<file path="config.mk">
export PLATFORM = sky130hd
export DESIGN_NAME = mbox_regblk
export DESIGN_NICKNAME = d
export VERILOG_FILES = /design/src/rtl/mbox_pkg.sv /design/src/rtl/mbox_cmd_ctrl.sv /design/src/rtl/mbox_wordbuf.sv /design/src/rtl/mbox_host_rd.sv /design/src/rtl/mbox_regblk.sv
export SDC_FILE = /design/constraint.sdc
export NUM_CORES = 1
export LEC_CHECK = 0
export ABC_AREA = 1
export BUFFER_PORTS_ARGS = -buffer_cell sky130_fd_sc_hd__buf_2
export CAP_MARGIN = 20
export CELL_PAD_IN_SITES_DETAIL_PLACEMENT = 1
export CELL_PAD_IN_SITES_GLOBAL_PLACEMENT = 1
export CORE_MARGIN = 3
export CORE_UTILIZATION = 46
export CTS_BUF_LIST = sky130_fd_sc_hd__clkbuf_2
export CTS_CLUSTER_DIAMETER = 120
export DETAILED_ROUTE_END_ITERATION = 10
export GPL_ROUTABILITY_DRIVEN = 1
export PLACE_DENSITY_LB_ADDON = 0.1
export RECOVER_POWER = 25
export SLEW_MARGIN = 25
export SYNTH_ARGS = -nofsm -noshare
export SYNTH_HDL_FRONTEND = slang
export SYNTH_SLANG_ARGS = --single-unit
</file>
<file path="constraint.sdc">
create_clock -name clk -period 2.2 [get_ports clk]
set_input_delay 0.22 -clock clk [delete_from_list [all_inputs] [get_ports clk]]
set_output_delay 0.22 -clock clk [all_outputs]
set_load 0.1 [all_outputs]
</file>
<file path="src/rtl/mbox_pkg.sv">
package mbox_pkg;

    localparam logic [7:0] OFS_CMD    = 8'h00;
    localparam logic [7:0] OFS_STATUS = 8'h04;
    localparam logic [3:0] WIN_WBUF   = 4'h8;
    localparam logic [3:0] WIN_RBUF   = 4'h9;

    typedef struct packed {
        logic [7:0] rsvd_hi;
        logic [7:0] size;
        logic [3:0] cmd_id;
        logic [2:0] rsvd_lo;
        logic       ioc;
        logic [7:0] opcode;
    } cmd_word_t;

    typedef struct packed {
        logic [7:0] rsvd_hi;
        logic [7:0] err_code;
        logic [7:0] init_id;
        logic [3:0] cmd_id;
        logic       rsvd_b3;
        logic       overrun;
        logic       err;
        logic       busy;
    } status_word_t;

    function automatic logic [7:0] pick_byte(input logic [31:0] w, input logic [1:0] sel);
        return w[8*sel +: 8];
    endfunction

endpackage

</file>
<file path="src/rtl/mbox_cmd_ctrl.sv">
module mbox_cmd_ctrl
    import mbox_pkg::*;
(
    input  logic         clk,
    input  logic         rst,
    input  logic         cmd_wr,
    input  logic [31:0]  cmd_wdata,
    input  logic         done,
    input  logic         done_err,
    input  logic [7:0]   done_code,
    input  logic [7:0]   done_init,
    output cmd_word_t    cmd_q,
    output status_word_t status_q,
    output logic         req,
    output logic         irq
);

    cmd_word_t new_cmd;
    assign new_cmd = cmd_word_t'(cmd_wdata);

    always_ff @(posedge clk) begin
        if (rst) begin
            cmd_q    <= '0;
            status_q <= '0;
            req      <= 1'b0;
            irq      <= 1'b0;
        end else begin
            req <= 1'b0;
            irq <= 1'b0;
            if (cmd_wr && status_q.busy) begin
                status_q.overrun <= 1'b1;
            end
            if (done && status_q.busy) begin
                status_q.busy     <= 1'b0;
                status_q.err      <= done_err;
                status_q.err_code <= done_code;
                status_q.init_id  <= done_init;
                irq               <= cmd_q.ioc;
            end else if (cmd_wr && !status_q.busy) begin
                cmd_q           <= new_cmd;
                status_q.busy   <= 1'b1;
                status_q.err    <= 1'b0;
                status_q.cmd_id <= new_cmd.cmd_id;
                req             <= 1'b1;
            end
        end
    end

endmodule

</file>
<file path="src/rtl/mbox_wordbuf.sv">
module mbox_wordbuf #(
    parameter int WORDS = 4,
    parameter int IDX_W = 2,
    parameter int W     = 32
) (
    input  logic             clk,
    input  logic             rst,
    input  logic             we,
    input  logic [IDX_W-1:0] widx,
    input  logic [W-1:0]     wdata,
    input  logic [IDX_W-1:0] ridx,
    output logic [W-1:0]     rdata
);

    logic [W-1:0] mem [WORDS];

    for (genvar g = 0; g < WORDS; g++) begin : g_word
        always_ff @(posedge clk) begin
            if (rst) begin
                mem[g] <= '0;
            end else if (we && widx == IDX_W'(g)) begin
                mem[g] <= wdata;
            end
        end
    end

    assign rdata = mem[ridx];

endmodule

</file>
<file path="src/rtl/mbox_host_rd.sv">
module mbox_host_rd
    import mbox_pkg::*;
(
    input  logic        clk,
    input  logic        rst,
    input  logic        rd_en,
    input  logic        byte_mode,
    input  logic [1:0]  byte_sel,
    input  logic        stat_hit,
    input  logic        rbuf_hit,
    input  logic [31:0] stat_word,
    input  logic [31:0] rbuf_word,
    output logic [31:0] rdata
);

    logic [31:0] src_word;
    logic [31:0] rd_next;

    always_comb begin
        if (stat_hit) begin
            src_word = stat_word;
        end else if (rbuf_hit) begin
            src_word = rbuf_word;
        end else begin
            src_word = '0;
        end
        rd_next = byte_mode ? {24'b0, pick_byte(src_word, byte_sel)} : src_word;
    end

    always_ff @(posedge clk) begin
        if (rst) begin
            rdata <= '0;
        end else if (rd_en) begin
            rdata <= rd_next;
        end
    end

endmodule

</file>
<file path="src/rtl/mbox_regblk.sv">
module mbox_regblk
    import mbox_pkg::*;
#(
    parameter int BUF_WORDS = 4,
    localparam int IDX_W = $clog2(BUF_WORDS)
) (
    input  logic             clk,
    input  logic             rst,
    input  logic             h_wr_en,
    input  logic             h_rd_en,
    input  logic             h_byte,
    input  logic [7:0]       h_addr,
    input  logic [31:0]      h_wdata,
    output logic [31:0]      h_rdata,
    output logic             host_irq,
    output logic             ctl_req,
    output logic [31:0]      ctl_cmd,
    input  logic [IDX_W-1:0] ctl_wbuf_idx,
    output logic [31:0]      ctl_wbuf_data,
    input  logic             ctl_rbuf_we,
    input  logic [IDX_W-1:0] ctl_rbuf_idx,
    input  logic [31:0]      ctl_rbuf_data,
    input  logic             ctl_done,
    input  logic             ctl_err,
    input  logic [7:0]       ctl_err_code,
    input  logic [7:0]       ctl_init_id
);

    logic             word_in_range;
    logic             cmd_hit;
    logic             stat_hit;
    logic             wbuf_hit;
    logic             rbuf_hit;
    logic [IDX_W-1:0] host_idx;
    logic [31:0]      rbuf_host_word;
    cmd_word_t        cmd_q;
    status_word_t     status_q;
    logic             busy;

    assign word_in_range = {1'b0, h_addr[3:2]} < 3'(BUF_WORDS);
    assign host_idx      = h_addr[IDX_W+1:2];
    assign cmd_hit       = h_addr == OFS_CMD;
    assign stat_hit      = h_addr[7:2] == OFS_STATUS[7:2];
    assign wbuf_hit      = h_addr[7:4] == WIN_WBUF && word_in_range;
    assign rbuf_hit      = h_addr[7:4] == WIN_RBUF && word_in_range;

    mbox_cmd_ctrl u_ctrl (
        .clk       (clk),
        .rst       (rst),
        .cmd_wr    (h_wr_en && cmd_hit),
        .cmd_wdata (h_wdata),
        .done      (ctl_done),
        .done_err  (ctl_err),
        .done_code (ctl_err_code),
        .done_init (ctl_init_id),
        .cmd_q     (cmd_q),
        .status_q  (status_q),
        .req       (ctl_req),
        .irq       (host_irq)
    );

    assign ctl_cmd = cmd_q;
    assign busy    = status_q.busy;

    mbox_wordbuf #(.WORDS(BUF_WORDS), .IDX_W(IDX_W), .W(32)) u_wbuf (
        .clk   (clk),
        .rst   (rst),
        .we    (h_wr_en && wbuf_hit),
        .widx  (host_idx),
        .wdata (h_wdata),
        .ridx  (ctl_wbuf_idx),
        .rdata (ctl_wbuf_data)
    );

    mbox_wordbuf #(.WORDS(BUF_WORDS), .IDX_W(IDX_W), .W(32)) u_rbuf (
        .clk   (clk),
        .rst   (rst),
        .we    (ctl_rbuf_we),
        .widx  (ctl_rbuf_idx),
        .wdata (ctl_rbuf_data),
        .ridx  (host_idx),
        .rdata (rbuf_host_word)
    );

    mbox_host_rd u_rd (
        .clk       (clk),
        .rst       (rst),
        .rd_en     (h_rd_en),
        .byte_mode (h_byte),
        .byte_sel  (h_addr[1:0]),
        .stat_hit  (stat_hit),
        .rbuf_hit  (rbuf_hit),
        .stat_word (status_q),
        .rbuf_word (rbuf_host_word),
        .rdata     (h_rdata)
    );

endmodule

</file>
==> flow_metrics.tcl <==
set metrics [dict create \
    fin_nets 2058 \
    worstSetupEndpointType "flop" \
    synth_enable_flop_cells 256 \
    seq_power_share_pct 53.0 \
    syn_avg_cell_area_sq_um 9.22 \
    final_hold_viol_count 0 \
    dp_hpwl_um 29200 \
    timing.final.max_slew_violations 0 \
    floorplan.rows 64 \
    syn_inst 1590 \
    timing.hold.worst.start "h_addr[3]" \
    power_switching_mw 4.15 \
    number_of_antenna_violations_at_the_first_check_in_global_routing 5 \
    fp.dieArea_sq_mm 0.0341 \
    numPortBuffers 197 \
    timing.clock.skew_ps 68.4 \
    die_w_um 185 \
    r2r_setup_slack_ps 90 \
    layout_worst_path_cycle_share_pct 97.4 \
    num_vias 12800 \
    chipHeight_um 185 \
    min_period_ps 2140 \
    setup_violation_total_in_the_final_timing_report 0 \
    vias_in_the_first_global_route 13700 \
    drt-initial-drc-count 902 \
    power.switching_fraction_pct 30.0 \
    post_synth_num_cell_types 28 \
    floorplan.core_area_sq_mm 0.0310 \
    clock_power_share_pct 32.6 \
    synthMostInstantiatedCell "sky130_fd_sc_hd__nand2_1" \
    synth_nets 1690 \
    power.combinational.fraction_pct 14.4 \
    yosys_register_bits 341 \
    leakage_nw 8.13 \
    starting_utilization_of_the_core_area_pct 47.3 \
    post_route_cells_drive_above_1_share_pct 21.4 \
    fin_total_pwr_mw 13.8 \
    outcome "finished, final reports clean" \
    groute.usage.overall_pct 28.1 \
    areaGrowthSynthToFinish_pct 28.6 \
    crit-reg2reg-capture "u_ctrl.status_q[18]" \
    cts_buffer_depth 3 \
    dpl_cell_area_sq_mm 0.0167 \
    route.antenna.remaining_nets 0 \
    numCtsBuffers 89 \
    pin_count_of_the_biggest_net_entering_global_routing 65 \
    cts_tree "built" \
    synth_area_sq_mm 0.0147 \
    globalRouteOverflowTotal 0 \
    critical_path.max_fanout 3 \
    synth_common_cells "399 x sky130_fd_sc_hd__nand2_1, 329 x sky130_fd_sc_hd__nor2_1, 256 x sky130_fd_sc_hd__edfxtp_1" \
    p_int_mw 9.66 \
    clkSlewWorstSetupHoldPaths_ps 120 \
    timing.hold.worst_path_depth 8 \
    r2r.worst_path.cells 5 \
    worst_hold_path.endpoint "u_rd.rdata[22]" \
    timing.slew.headroom_pct 27.1 \
    cp_data_required_time_ps 2990 \
    path_class "primary input to flop" \
    remaining_drc_errors 0 \
    synth.yosys.seq_area_share_pct 64.0 \
    synthTopCellsByArea "sky130_fd_sc_hd__edfxtp_1 52%, sky130_fd_sc_hd__dfxtp_1 12%, sky130_fd_sc_hd__nand2_1 10%" \
    stdcell_area_sq_mm 0.0189 \
    tightest_slew_ps 1090 \
    cp-start-kind "primary input" \
    deepest_level_of_the_cts_h_tree 3 \
    hold_removal_path_class "primary input to flop" \
    synthArstFlopShare_pct 0 \
    vias_per_cell 5.26 \
    clock_tree.root_cell "sky130_fd_sc_hd__clkbuf_2" \
    cellPowerDensity_mw_per_mm2 732 \
    dominantRegCellSynth "sky130_fd_sc_hd__edfxtp_1" \
    route.final.wire_length_um 47900 \
    grt_pass1_wl_um 74300 \
    clk_latency_ps 920 \
    max_freq_mhz 467 \
    boundaryPins 198 \
    first_pass_iters 5 \
    gpl.final_weighted_congestion 0.824 \
    yosys_warnings 0 \
    drv_cap 0 \
    power.ir.vdd_worst_v 0.000346 \
    synthDominantCellAreaShare_pct 52.4 \
    worstPathArrival_ps 2930 \
    worst_r2r_startpoint "u_ctrl.status_q[0]" \
    yosysTopAreaCell "sky130_fd_sc_hd__edfxtp_1" \
    avgRoutedWirePerCell_um 19.7 \
    cts.sink_count 341 \
]
sequential cells by signal, indices dropped and copies added (netlist names):
register and count:
u_ctrl.cmd_q 28, u_ctrl.irq 1, u_ctrl.req 1, u_ctrl.status_q 23, u_rbuf.mem 128, u_rd.rdata 32
u_wbuf.mem 128
final cells by class:
class | count | area (sq um)
clock buffers | 143 | 716
clock inverters | 20 | 105
fillers | 3620 | 12100
flip-flops and latches | 341 | 9390
well taps | 396 | 495
diodes | 5 | 12.5
repair buffers | 375 | 3100
multi-input cells | 1029 | 4570
inverters | 122 | 464
worst max-delay path, stage by stage:
cell,delay [ps]
sky130_fd_sc_hd__dlygate4sd3_1,550
sky130_fd_sc_hd__buf_2,150
sky130_fd_sc_hd__nor2_1,180
sky130_fd_sc_hd__nand2_1,190
sky130_fd_sc_hd__dlygate4sd3_1,650
sky130_fd_sc_hd__nor4_1,180
sky130_fd_sc_hd__nand2_1,100
sky130_fd_sc_hd__o2111ai_1,80
sky130_fd_sc_hd__dlygate4sd3_1,580
sky130_fd_sc_hd__inv_1,40
how the worst max path moves through the flow:
| stage | from | to | slack (ps) | cells past startpoint |
|---|---|---|---|---|
| final | h_addr[5] | u_ctrl.status_q[1] | 60 | 10 |
| after detailed placement | ctl_wbuf_idx[0] | ctl_wbuf_data[17] | 6 | 6 |
| after global placement | ctl_wbuf_idx[0] | ctl_wbuf_data[15] | 90 | 6 |
| after global routing | u_wbuf.mem[2][30] | ctl_wbuf_data[30] | -10 | 3 |
| after floorplan | ctl_wbuf_idx[0] | ctl_wbuf_data[19] | 230 | 5 |
| after CTS | u_wbuf.mem[2][1] | ctl_wbuf_data[1] | 1 | 3 |
metrics by stage:
step	hold slack (ps)	std cells	worst slack (ps)	TNS [ps]	util (%)
2_1_floorplan	314	1590	228	0	-
3_3_place_gp	428	2128	90.1	0	53.8
3_5_place_dp	436	2128	6.42	0	53.8
5_1_grt	22.6	2431	-13.4	-63.1	60.8
4_1_cts	4.66	2422	1.43	0	60.8
6_report	66.6	2431	57.4	0	60.8
layout by cell type (no fill, tap or decap):
master / count
sky130_fd_sc_hd__nand2_1: 399
sky130_fd_sc_hd__nor2_1: 328
sky130_fd_sc_hd__edfxtp_1: 256
sky130_fd_sc_hd__buf_2: 164
sky130_fd_sc_hd__clkbuf_2: 148
sky130_fd_sc_hd__dlygate4sd3_1: 131
sky130_fd_sc_hd__inv_1: 115
sky130_fd_sc_hd__dfxtp_1: 84
sky130_fd_sc_hd__a21oi_1: 82
sky130_fd_sc_hd__o21ai_0: 73
sky130_fd_sc_hd__nand3_1: 53
sky130_fd_sc_hd__buf_4: 40
sky130_fd_sc_hd__o22ai_2: 32
sky130_fd_sc_hd__buf_12: 31
sky130_fd_sc_hd__o21ai_1: 26
sky130_fd_sc_hd__nand4_1: 20
sky130_fd_sc_hd__clkinv_1: 15
sky130_fd_sc_hd__inv_2: 7
sky130_fd_sc_hd__diode_2: 5
sky130_fd_sc_hd__a31oi_1: 4
sky130_fd_sc_hd__clkbuf_1: 3
sky130_fd_sc_hd__inv_4: 2
sky130_fd_sc_hd__nor2_8: 2
sky130_fd_sc_hd__nor2_4: 2
sky130_fd_sc_hd__nor4_1: 2
sky130_fd_sc_hd__clkinv_2: 1
sky130_fd_sc_hd__or2_1: 1
sky130_fd_sc_hd__nand3_2: 1
sky130_fd_sc_hd__nor2_2: 1
sky130_fd_sc_hd__nor3_1: 1
sky130_fd_sc_hd__o211a_1: 1
sky130_fd_sc_hd__o2111ai_1: 1
sky130_fd_sc_hd__clkinvlp_4: 1
sky130_fd_sc_hd__bufinv_16: 1
sky130_fd_sc_hd__buf_6: 1
sky130_fd_sc_hd__dfxtp_2: 1
cells by family (layout without fill, tap and decap cells):
kind of cell / after synthesis / count (layout) / share of synthesized area, %
AO/OA/AOI/OAI: 219 / 219 / 7.84
other: 0 / 5 / 0
flip-flops: 341 / 341 / 64.0
buffers and inverters: 220 / 660 / 6.16
AND/OR/NAND/NOR: 810 / 810 / 22.0
layer usage:
metal	global-route usage [%]	vias to the layer above	wire length (um)
met3	5.17	102	2580
met4	11.4	0	1530
met2	50.0	416	24500
li1	-	6010	-
met5	0	-	0
met1	33.6	6262	19300
power by group through the flow:
stage | sequential, mW | combinational (mW) | clock [mW]
final | 7.32 | 1.99 | 4.50
after detailed placement | 7.46 | 1.82 | 0
after global placement | 7.44 | 1.79 | 0
after global routing | 7.35 | 2.11 | 4.97
after floorplan | 7.51 | 1.09 | 0
after CTS | 7.31 | 1.98 | 4.56
what timing repair did:
action,4_1_cts,5_1_grt
buffers inserted,0,4
endpoints found under the hold margin,341,0
endpoints found under the setup margin,12,37
hold buffers,131,0
gates resized for setup,11,26
pin swaps,0,1
No activity file was read; power rests on OpenSTA's default activity.
